**config.mk**
```make
export PLATFORM = sky130hd
export DESIGN_NAME = xbar_sched
export DESIGN_NICKNAME = d
export VERILOG_FILES = /design/src/rtl/xbar_sched_pkg.sv /design/src/rtl/xbar_src_select.sv /design/src/rtl/xbar_dst_arbiter.sv /design/src/rtl/xbar_sched.sv
export SDC_FILE = /design/constraint.sdc
export NUM_CORES = 1
export LEC_CHECK = 0
export ABC_AREA = 1
export BUFFER_PORTS_ARGS = -buffer_cell sky130_fd_sc_hd__buf_2
export CAP_MARGIN = 10
export CELL_PAD_IN_SITES_DETAIL_PLACEMENT = 0
export CELL_PAD_IN_SITES_GLOBAL_PLACEMENT = 1
export CORE_ASPECT_RATIO = 0.6
export CORE_MARGIN = 2
export CORE_UTILIZATION = 25
export CTS_CLUSTER_DIAMETER = 150
export CTS_CLUSTER_SIZE = 25
export DETAILED_ROUTE_END_ITERATION = 8
export PLACE_DENSITY_LB_ADDON = 0.1
export SLEW_MARGIN = 20
export SYNTH_ARGS = -nofsm -noshare
export SYNTH_HDL_FRONTEND = slang
export SYNTH_HIERARCHICAL = 1
export SYNTH_SLANG_ARGS = --single-unit
```
**constraint.sdc**
```tcl
create_clock -name clk -period 3.9 [get_ports clk]
set_clock_uncertainty 0.05 [all_clocks]
set_input_delay 0 -clock clk [delete_from_list [all_inputs] [get_ports clk]]
set_output_delay 0 -clock clk [all_outputs]
set_load 0.02 [all_outputs]
```
**src/rtl/xbar_sched_pkg.sv**
```systemverilog
// Package: shared constants for the crossbar scheduler.
// Assumes: nothing; holds only elaboration-time values.
package xbar_sched_pkg;
    // Largest port count the scheduler is specified for.
    localparam int MAX_PORTS = 32;
    // Default port count used when the block is elaborated on its own.
    localparam int DEF_PORTS = 8;
endpackage

```
**src/rtl/xbar_src_select.sv**
```systemverilog
// Module: per-source destination choice.
// Picks, for one source that is waiting and holds nothing, the lowest
// enabled destination that is free this cycle, and flags an empty
// enable vector. Purely combinational.
// Assumes: dst_free reflects registered destination state.
module xbar_src_select #(
    parameter int NPORT = xbar_sched_pkg::DEF_PORTS
) (
    input  logic             req_vld,
    input  logic             held,
    input  logic [NPORT-1:0] dest_en,
    input  logic [NPORT-1:0] dst_free,
    output logic [NPORT-1:0] target,
    output logic             no_dest
);
    logic             waiting;
    logic [NPORT-1:0] eligible;
    logic             seen;

    // A source competes only when it requests and holds no destination.
    assign waiting  = req_vld && !held;
    assign eligible = waiting ? (dest_en & dst_free) : '0;
    assign no_dest  = waiting && (dest_en == '0);

    // Keep only the lowest eligible destination.
    always_comb begin
        seen   = 1'b0;
        target = '0;
        for (int d = 0; d < NPORT; d++) begin
            target[d] = eligible[d] && !seen;
            seen      = seen || eligible[d];
        end
    end
endmodule

```
**src/rtl/xbar_dst_arbiter.sv**
```systemverilog
// Module: one destination port's arbiter.
// Holds a one-hot owner register. When free, grants the lowest-numbered
// candidate source; when busy, releases on the owner's end-of-packet.
// Assumes: cand only contains sources that hold nothing.
module xbar_dst_arbiter #(
    parameter int NPORT = xbar_sched_pkg::DEF_PORTS
) (
    input  logic             clk,
    input  logic             rst_n,
    input  logic [NPORT-1:0] cand,
    input  logic [NPORT-1:0] src_end,
    output logic [NPORT-1:0] owner,
    output logic             busy
);
    logic [NPORT-1:0] winner;
    logic [NPORT-1:0] owner_n;
    logic             seen;

    assign busy = |owner;

    // Fixed priority: lowest-numbered candidate wins.
    always_comb begin
        seen   = 1'b0;
        winner = '0;
        for (int s = 0; s < NPORT; s++) begin
            winner[s] = cand[s] && !seen;
            seen      = seen || cand[s];
        end
    end

    // Next owner: release on end of packet, grant only when free.
    always_comb begin
        if (busy) begin
            owner_n = (|(owner & src_end)) ? '0 : owner;
        end else begin
            owner_n = winner;
        end
    end

    // Owner register.
    always_ff @(posedge clk) begin
        if (!rst_n) begin
            owner <= '0;
        end else begin
            owner <= owner_n;
        end
    end
endmodule

```
**src/rtl/xbar_sched.sv**
```systemverilog
// Module: crossbar scheduler top.
// One xbar_src_select per source and one xbar_dst_arbiter per
// destination; exposes registered grants in two layouts and a
// registered invalid-destination flag.
// Assumes: NPORT between 2 and xbar_sched_pkg::MAX_PORTS.
module xbar_sched #(
    parameter int NPORT = xbar_sched_pkg::DEF_PORTS
) (
    input  logic                   clk,
    input  logic                   rst_n,
    input  logic [NPORT-1:0]       req_vld,
    input  logic [NPORT*NPORT-1:0] req_dest,
    input  logic [NPORT-1:0]       pkt_end,
    output logic [NPORT*NPORT-1:0] grant_by_dst,
    output logic [NPORT*NPORT-1:0] grant_by_src,
    output logic [NPORT-1:0]       err_nodest
);
    localparam int GW = NPORT * NPORT;

    logic [NPORT-1:0][NPORT-1:0] tgt;    // [source][destination]
    logic [NPORT-1:0][NPORT-1:0] cand;   // [destination][source]
    logic [NPORT-1:0][NPORT-1:0] owner;  // [destination][source]
    logic [NPORT-1:0][NPORT-1:0] owned;  // [source][destination]
    logic [NPORT-1:0]            busy;
    logic [NPORT-1:0]            held;
    logic [NPORT-1:0]            nodest;

    // Transpose the owner and target matrices.
    for (genvar s = 0; s < NPORT; s++) begin : g_xpose_s
        for (genvar d = 0; d < NPORT; d++) begin : g_xpose_d
            assign cand[d][s]               = tgt[s][d];
            assign owned[s][d]              = owner[d][s];
            assign grant_by_dst[d*NPORT+s]  = owner[d][s];
            assign grant_by_src[s*NPORT+d]  = owner[d][s];
        end
        assign held[s] = |owned[s];
    end

    // Per-source choice of destination.
    for (genvar s = 0; s < NPORT; s++) begin : g_src
        xbar_src_select #(.NPORT(NPORT)) u_sel (
            .req_vld  (req_vld[s]),
            .held     (held[s]),
            .dest_en  (req_dest[s*NPORT +: NPORT]),
            .dst_free (~busy),
            .target   (tgt[s]),
            .no_dest  (nodest[s])
        );
    end

    // Per-destination arbiters.
    for (genvar d = 0; d < NPORT; d++) begin : g_dst
        xbar_dst_arbiter #(.NPORT(NPORT)) u_arb (
            .clk     (clk),
            .rst_n   (rst_n),
            .cand    (cand[d]),
            .src_end (pkt_end),
            .owner   (owner[d]),
            .busy    (busy[d])
        );
    end

    // Register the invalid-destination flag.
    always_ff @(posedge clk) begin
        if (!rst_n) begin
            err_nodest <= '0;
        end else begin
            err_nodest <= nodest;
        end
    end

    logic unused_gw;
    assign unused_gw = (GW == 0);
endmodule

```
==> results of run 1 <==
-- final cells by class --
| cell class | count | share of cell area, % |
|---|---|---|
| Clock buffer | 12 | 3.205 |
| Clock inverter | 3 | 0.8129 |
| Timing Repair Buffer | 231 | 15.32 |
| Tap cell | 352 | 5.503 |
| Sequential cell | 72 | 18.01 |
| Multi-Input combinational cell | 728 | 49.65 |
| Inverter | 160 | 7.504 |
-- critical path: cells and delay by family (launching register included) --
kind / cells / cell delay (ps)
buffers and inverters: 2 / 390
AOI/OAI and AO/OA: 1 / 150
DFF: 1 / 400
and+or+nand+nor: 10 / 1670
-- state kept, by name, summed over array words and instances, names as in the netlist --
signal             flops
err_nodest             8
g_dst.u_arb/owner     64
-- logic make-up after synthesis --
logic type / share of synthesized area [%]
simple gates: 55.12
buf+inv: 16.71
flops: 22.17
compound gates: 6.005
-- metal layers --
metal | global-route usage, % | share of wire [%] | up-vias
met5 | 0 | 0 | -
met1 | 36.35 | 55 | 3433
met3 | 3.930 | 5.5 | 17
met4 | 4.764 | 1.1 | 0
met2 | 30.20 | 39 | 224
li1 | - | - | 3618
-- worst max path at each step --
| stage | end | slack [ps] | cells past startpoint |
|---|---|---|---|
| floorplan | g_dst[6].u_arb/owner[5]$_SDFFE_PN0P_ | 1800 | 15 |
| global placement | g_dst[1].u_arb/owner[6]$_SDFFE_PN0P_ | 1280 | 13 |
| detailed placement | g_dst[1].u_arb/owner[7]$_SDFFE_PN0P_ | 1260 | 13 |
| CTS | g_dst[1].u_arb/owner[7]$_SDFFE_PN0P_ | 1240 | 13 |
| global route | g_dst[1].u_arb/owner[5]$_SDFFE_PN0P_ | 930 | 13 |
| finish | g_dst[1].u_arb/owner[5]$_SDFFE_PN0P_ | 1150 | 13 |
-- cells in the mapped netlist, drive strengths merged --
master and n:
nand3 112, nand4 64, nand3b 24, nor2 176
a21oi 72, dfxtp 72, nor3 48, inv 160
buf 65, nand2 232
-- stage by stage --
step                      area, sq um  util [%]  hold slack [ps]
after global placement           7542     29.70            254.8
after detailed placement         7542     29.70            244.9
final                            8004     31.52            53.80
after CTS                        8004     31.52            30.57
after floorplan                  6501         -            86.28
after global routing             8004     31.52            62.36
==> flow_summary.toml, run 1 <==
[outcome]
status = "completed"

[timing]
rsz0062_at_grt = "false"
drv_slew = 0
max_freq_ghz = 0.3630
finalHoldViolCount = 0
fin_setup_tns_ps = 0
period_share_pct = 70.63
layout_setup_ws_ps = 1146
setup_violations = 0
relSlewSlack_pct = 55.71
worst_pin_slew_ps = 659.3
fin_crit_ps = 2755

[synthesis]
yosys_warnings = 6
synth-seq-cells = 72
netlist_instances = 1025
seq_area_frac_synth_pct = 22.17
syn_nets = 1107
synth_top_area_share_pct = 22.17
yosys-top-cells-area = "dfxtp_1, nand2_1, inv_1"
avgSynthCellArea_sq_um = 6.343
yosys.area.top_type = "dfxtp_1"
synth_cell_types = 20
syn_area_sq_mm = 0.006501

[setup_path]
r2r_start = "g_dst[0].u_arb/owner[1]$_SDFFE_PN0P_"
path_max_fanout = 8
reg2reg_slack_ps = 1150
reg2regPathDepth = 13
crit_chain = "inv_1 > nand2_1 > nor2_1 > nand2_2 > inv_1 > nand2_1 > nor2_1 > nor3_1 > nor2_1 > nand3b_1 > nor2_1 > nand3_1 > a21oi_1"
critPathCaptureType = "flop"
crit_required_ps = 4130
startpoint_type = "flop"
cp_slowest_cell = "nor2_1"
crit_path_start = "g_dst[0].u_arb/owner[1]$_SDFFE_PN0P_"
slowest_delay_ps = 440
reg2reg_to = "g_dst[1].u_arb/owner[5]$_SDFFE_PN0P_"
timing.critical_path.mode_cell = "nor2_1"
worst_ep_arrival_time_ps = 2990
critPathKind = "flop to flop"

[clocking]
htreeDepth = 3
cts.repair.resized = 0
cts_root_buffer = "clkbuf_16"
clkLatencyLatePin_ps = 360
tritoncts = "done"
clock_sinks = 72
holdBufCountCts = 14
post_cts_buffers = 0
clock_path_buffers = 2
clk_pin_slew_ps = 60
numCtsBuffers = 9

[layout]
nets = 1284
n_antenna_cell = 0
instances_no_fill = 1558
fill_cells = 2899
synthToLayoutAreaGrowth_pct = 23.11
multi_input_area_sq_mm = 0.003974
layout-drive-gt1-share_pct = 32.42
final_cell_mix = "buf_2, nand2_1, inv_1, nor2_1, nand3_1"
seq_area_sq_mm = 0.001441
final_common_cell = "buf_2"

[placement]
placed_cells = 1529
port_buffers = 217
place_congestion = 0.8470
pre_cts_slack_ps = 1257
dp_hpwl_um = 24760

[min_path]
hold_path.class = "input port to flop"
whs_path_depth = 5
worstHoldStart = "req_dest[31]"
hold_path_end = "g_dst[7].u_arb/owner[3]$_SDFFE_PN0P_"

[detailed_routing]
avgViaCountPerCell = 4.680
wl_per_cell_um = 19.77
ant_nets = 0
drtIter0Drc = 669
routed_wl_um = 30810
drtPass1Iterations = 8
num_vias = 7292
drc = 0

[grt]
grt_use_total_pct = 22.59
grt_pass1_vias = 6604
grt_pass1_wl_um = 44300
antenna_found_initial = 0
grt_max_degree = 17
overflow = 0

[job]
cap_viol_max_count = 0

[floorplan]
core_sq_mm = 0.02539
ios = 218
dieWidth_um = 212.2
initial_core_util_pct = 25.60
die_h_um = 128.9
die_area_sq_mm = 0.02735
num_rows = 45
Power of run 1 is left out: the tool's default activity adds up to more than one toggle a clock period on the data nets, which glitch-free logic cannot reach.
==> run 2: changes to the inputs <==
==> constraint.sdc (replaced) <==
create_clock -name clk -period 2.2 [get_ports clk]
set_clock_uncertainty 0.05 [all_clocks]
set_input_delay 0 -clock clk [delete_from_list [all_inputs] [get_ports clk]]
set_output_delay 0 -clock clk [all_outputs]
set_load 0.02 [all_outputs]
==> run 2 against run 1 <==
Net effect: the run now ends with negative hold slack left; die area stayed put; global-route usage is 0.98 points higher; maximum frequency is 28% higher; critical path depth is 1 higher; critical path type unchanged; highest routed layer unchanged.
==> flow_summary.toml, run 2 (synthesized netlist as in run 1, its figures left out) <==
[outcome]
status = "finished, violations left"
violations = "negative hold slack"

[setup_path]
slowest_delay_ps = 370
crit_chain = "inv_1 > nand2_1 > nor2_2 > nand2_2 > clkinvlp_4 > buf_12 > nand3_4 > nand2_1 > nor2_1 > inv_1 > nand3b_1 > nor2_2 > nand3_1 > a21oi_1"
worst_ep_arrival_time_ps = 2330
cp_slowest_cell = "dfxtp_4"
r2r_start = "g_dst[3].u_arb/owner[3]$_SDFFE_PN0P_"
critPathCaptureType = "flop"
startpoint_type = "flop"
reg2regPathDepth = 14
cp_num_buf_inv = 4
critPathKind = "flop to flop"
path_max_fanout = 6
crit_required_ps = 2380
reg2reg_slack_ps = 60
crit_family = "simple AND/OR/NAND/NOR gates"
reg2reg_to = "g_dst[4].u_arb/owner[6]$_SDFFE_PN0P_"

[clocking]
clock_sinks = 72
clk_pin_slew_ps = 60
numCtsBuffers = 9
tritoncts = "done"
cts_root_buffer = "clkbuf_16"
clock_path_buffers = 2
htreeDepth = 3
clkLatencyLatePin_ps = 360

[detailed_routing]
drc = 0
ant_nets = 0
routed_wl_um = 32580
avgViaCountPerCell = 4.611
drtPass1Iterations = 5
wl_per_cell_um = 18.53
drtIter0Drc = 586
num_vias = 8106

[layout]
nets = 1483
n_antenna_cell = 0
largest_reg_flops = 64
reg_top3 = "g_dst.u_arb/owner x64, err_nodest x8"
final_common_cell = "buf_2"
layout-drive-gt1-share_pct = 49.86
largest_register = "g_dst.u_arb/owner"
final_cell_mix = "buf_2, nand2_1, buf_4, inv_1, nor2_2"
synthToLayoutAreaGrowth_pct = 56.81

[min_path]
worstHoldStart = "req_dest[30]"
hold_path.class = "input port to flop"
hold_path_end = "err_nodest[3]$_SDFF_PN0_"
whs_path_depth = 6

[timing]
rsz0062_at_grt = "true"
drv_slew = 0
relSlewSlack_pct = 67.06
finalHoldViolCount = 1
period_share_pct = 97.49
worst_pin_slew_ps = 490.3
setup_violations = 0
max_freq_ghz = 0.4663
timing.hold.ws_ps = -9.744
fin_crit_ps = 2145

[grt]
overflow = 0
grt_max_degree = 17
antenna_found_initial = 0
grt_pass1_vias = 7364
grt_use_total_pct = 23.57
grt_pass1_wl_um = 46510

[floorplan]
ios = 218
initial_core_util_pct = 25.60
num_rows = 45
die_area_sq_mm = 0.02735
core_sq_mm = 0.02539
dieWidth_um = 212.2
die_h_um = 128.9

[placement]
port_buffers = 217
place_congestion = 0.9230
dp_hpwl_um = 26590

[job]
cap_viol_max_count = 0
## run 2: cell count changes in the layout (fill, tap and decap cells not counted), sizes merged
cell         before  now
clkbuf           12   13
dlygate4sd3      14   28
inv             160  158
bufinv            2    1
buf             217  402
clkinv            1    2
clkinvlp          0    2
## run 2: worst min-delay path, stage by stage
cell and delay (ps):
buf_2 100, nor2_1 40, nand3_1 70, nor3_2 40, nand2_1 60, inv_1 40
## run 2: worst max-delay path by stage
stage                                                       to                                  from  depth (start not counted)  slack, ps
after floorplan           g_dst[6].u_arb/owner[5]$_SDFFE_PN0P_  g_dst[1].u_arb/owner[6]$_SDFFE_PN0P_                         15        100
after global placement    g_dst[1].u_arb/owner[7]$_SDFFE_PN0P_  g_dst[0].u_arb/owner[6]$_SDFFE_PN0P_                         14        -80
after detailed placement  g_dst[6].u_arb/owner[5]$_SDFFE_PN0P_  g_dst[1].u_arb/owner[1]$_SDFFE_PN0P_                         16       -110
after CTS                 g_dst[6].u_arb/owner[5]$_SDFFE_PN0P_  g_dst[5].u_arb/owner[1]$_SDFFE_PN0P_                         15       0.09
after global routing      g_dst[7].u_arb/owner[7]$_SDFFE_PN0P_  g_dst[1].u_arb/owner[6]$_SDFFE_PN0P_                         17        -80
final                     g_dst[4].u_arb/owner[6]$_SDFFE_PN0P_  g_dst[3].u_arb/owner[3]$_SDFFE_PN0P_                         14         60
## run 2: per-stage QoR
step	cell area (sq um)	worst slack [ps]	std cells	util, %	TNS (ps)
2_1_floorplan	6501	95.45	1025	-	0
3_3_place_gp	8846	-79.14	1701	34.84	-624.4
3_5_place_dp	8846	-109.5	1701	34.84	-844.6
4_1_cts	9504	0.09437	1747	37.43	0
5_1_grt	10190	-83.46	1758	40.15	-861.1
6_report	10190	55.23	1758	40.15	0
## run 2: cell type report
class	instances	area [sq um]
Tap cell	352	440.4
Clock buffer	13	260.3
Fill cell	2801	15200
Clock inverter	3	40.04
Sequential cell	72	1469
Inverter	160	640.6
Multi-Input combinational cell	728	4501
Timing Repair Buffer	430	2844
## run 2: metal layers
layer  routed length (um)  part of all wire (%)  up-vias  track usage (%)
met2                13020                    40      239            32.23
met1                17250                    53     3823            36.49
li1                     -                     -     4023                -
met3                 2000                   6.1       21            5.809
met5                    0                     0        -                0
met4                  310                  0.95        0            4.557
## run 2: timing repair
item	4_1_cts	5_1_grt
gates resized for setup	21	171
endpoints found under the setup margin	24	45
hold buffers	28	1
setup buffers	2	11
pin swaps	10	69
hold endpoints to repair	8	1
Power of run 2 is left out for the same reason.
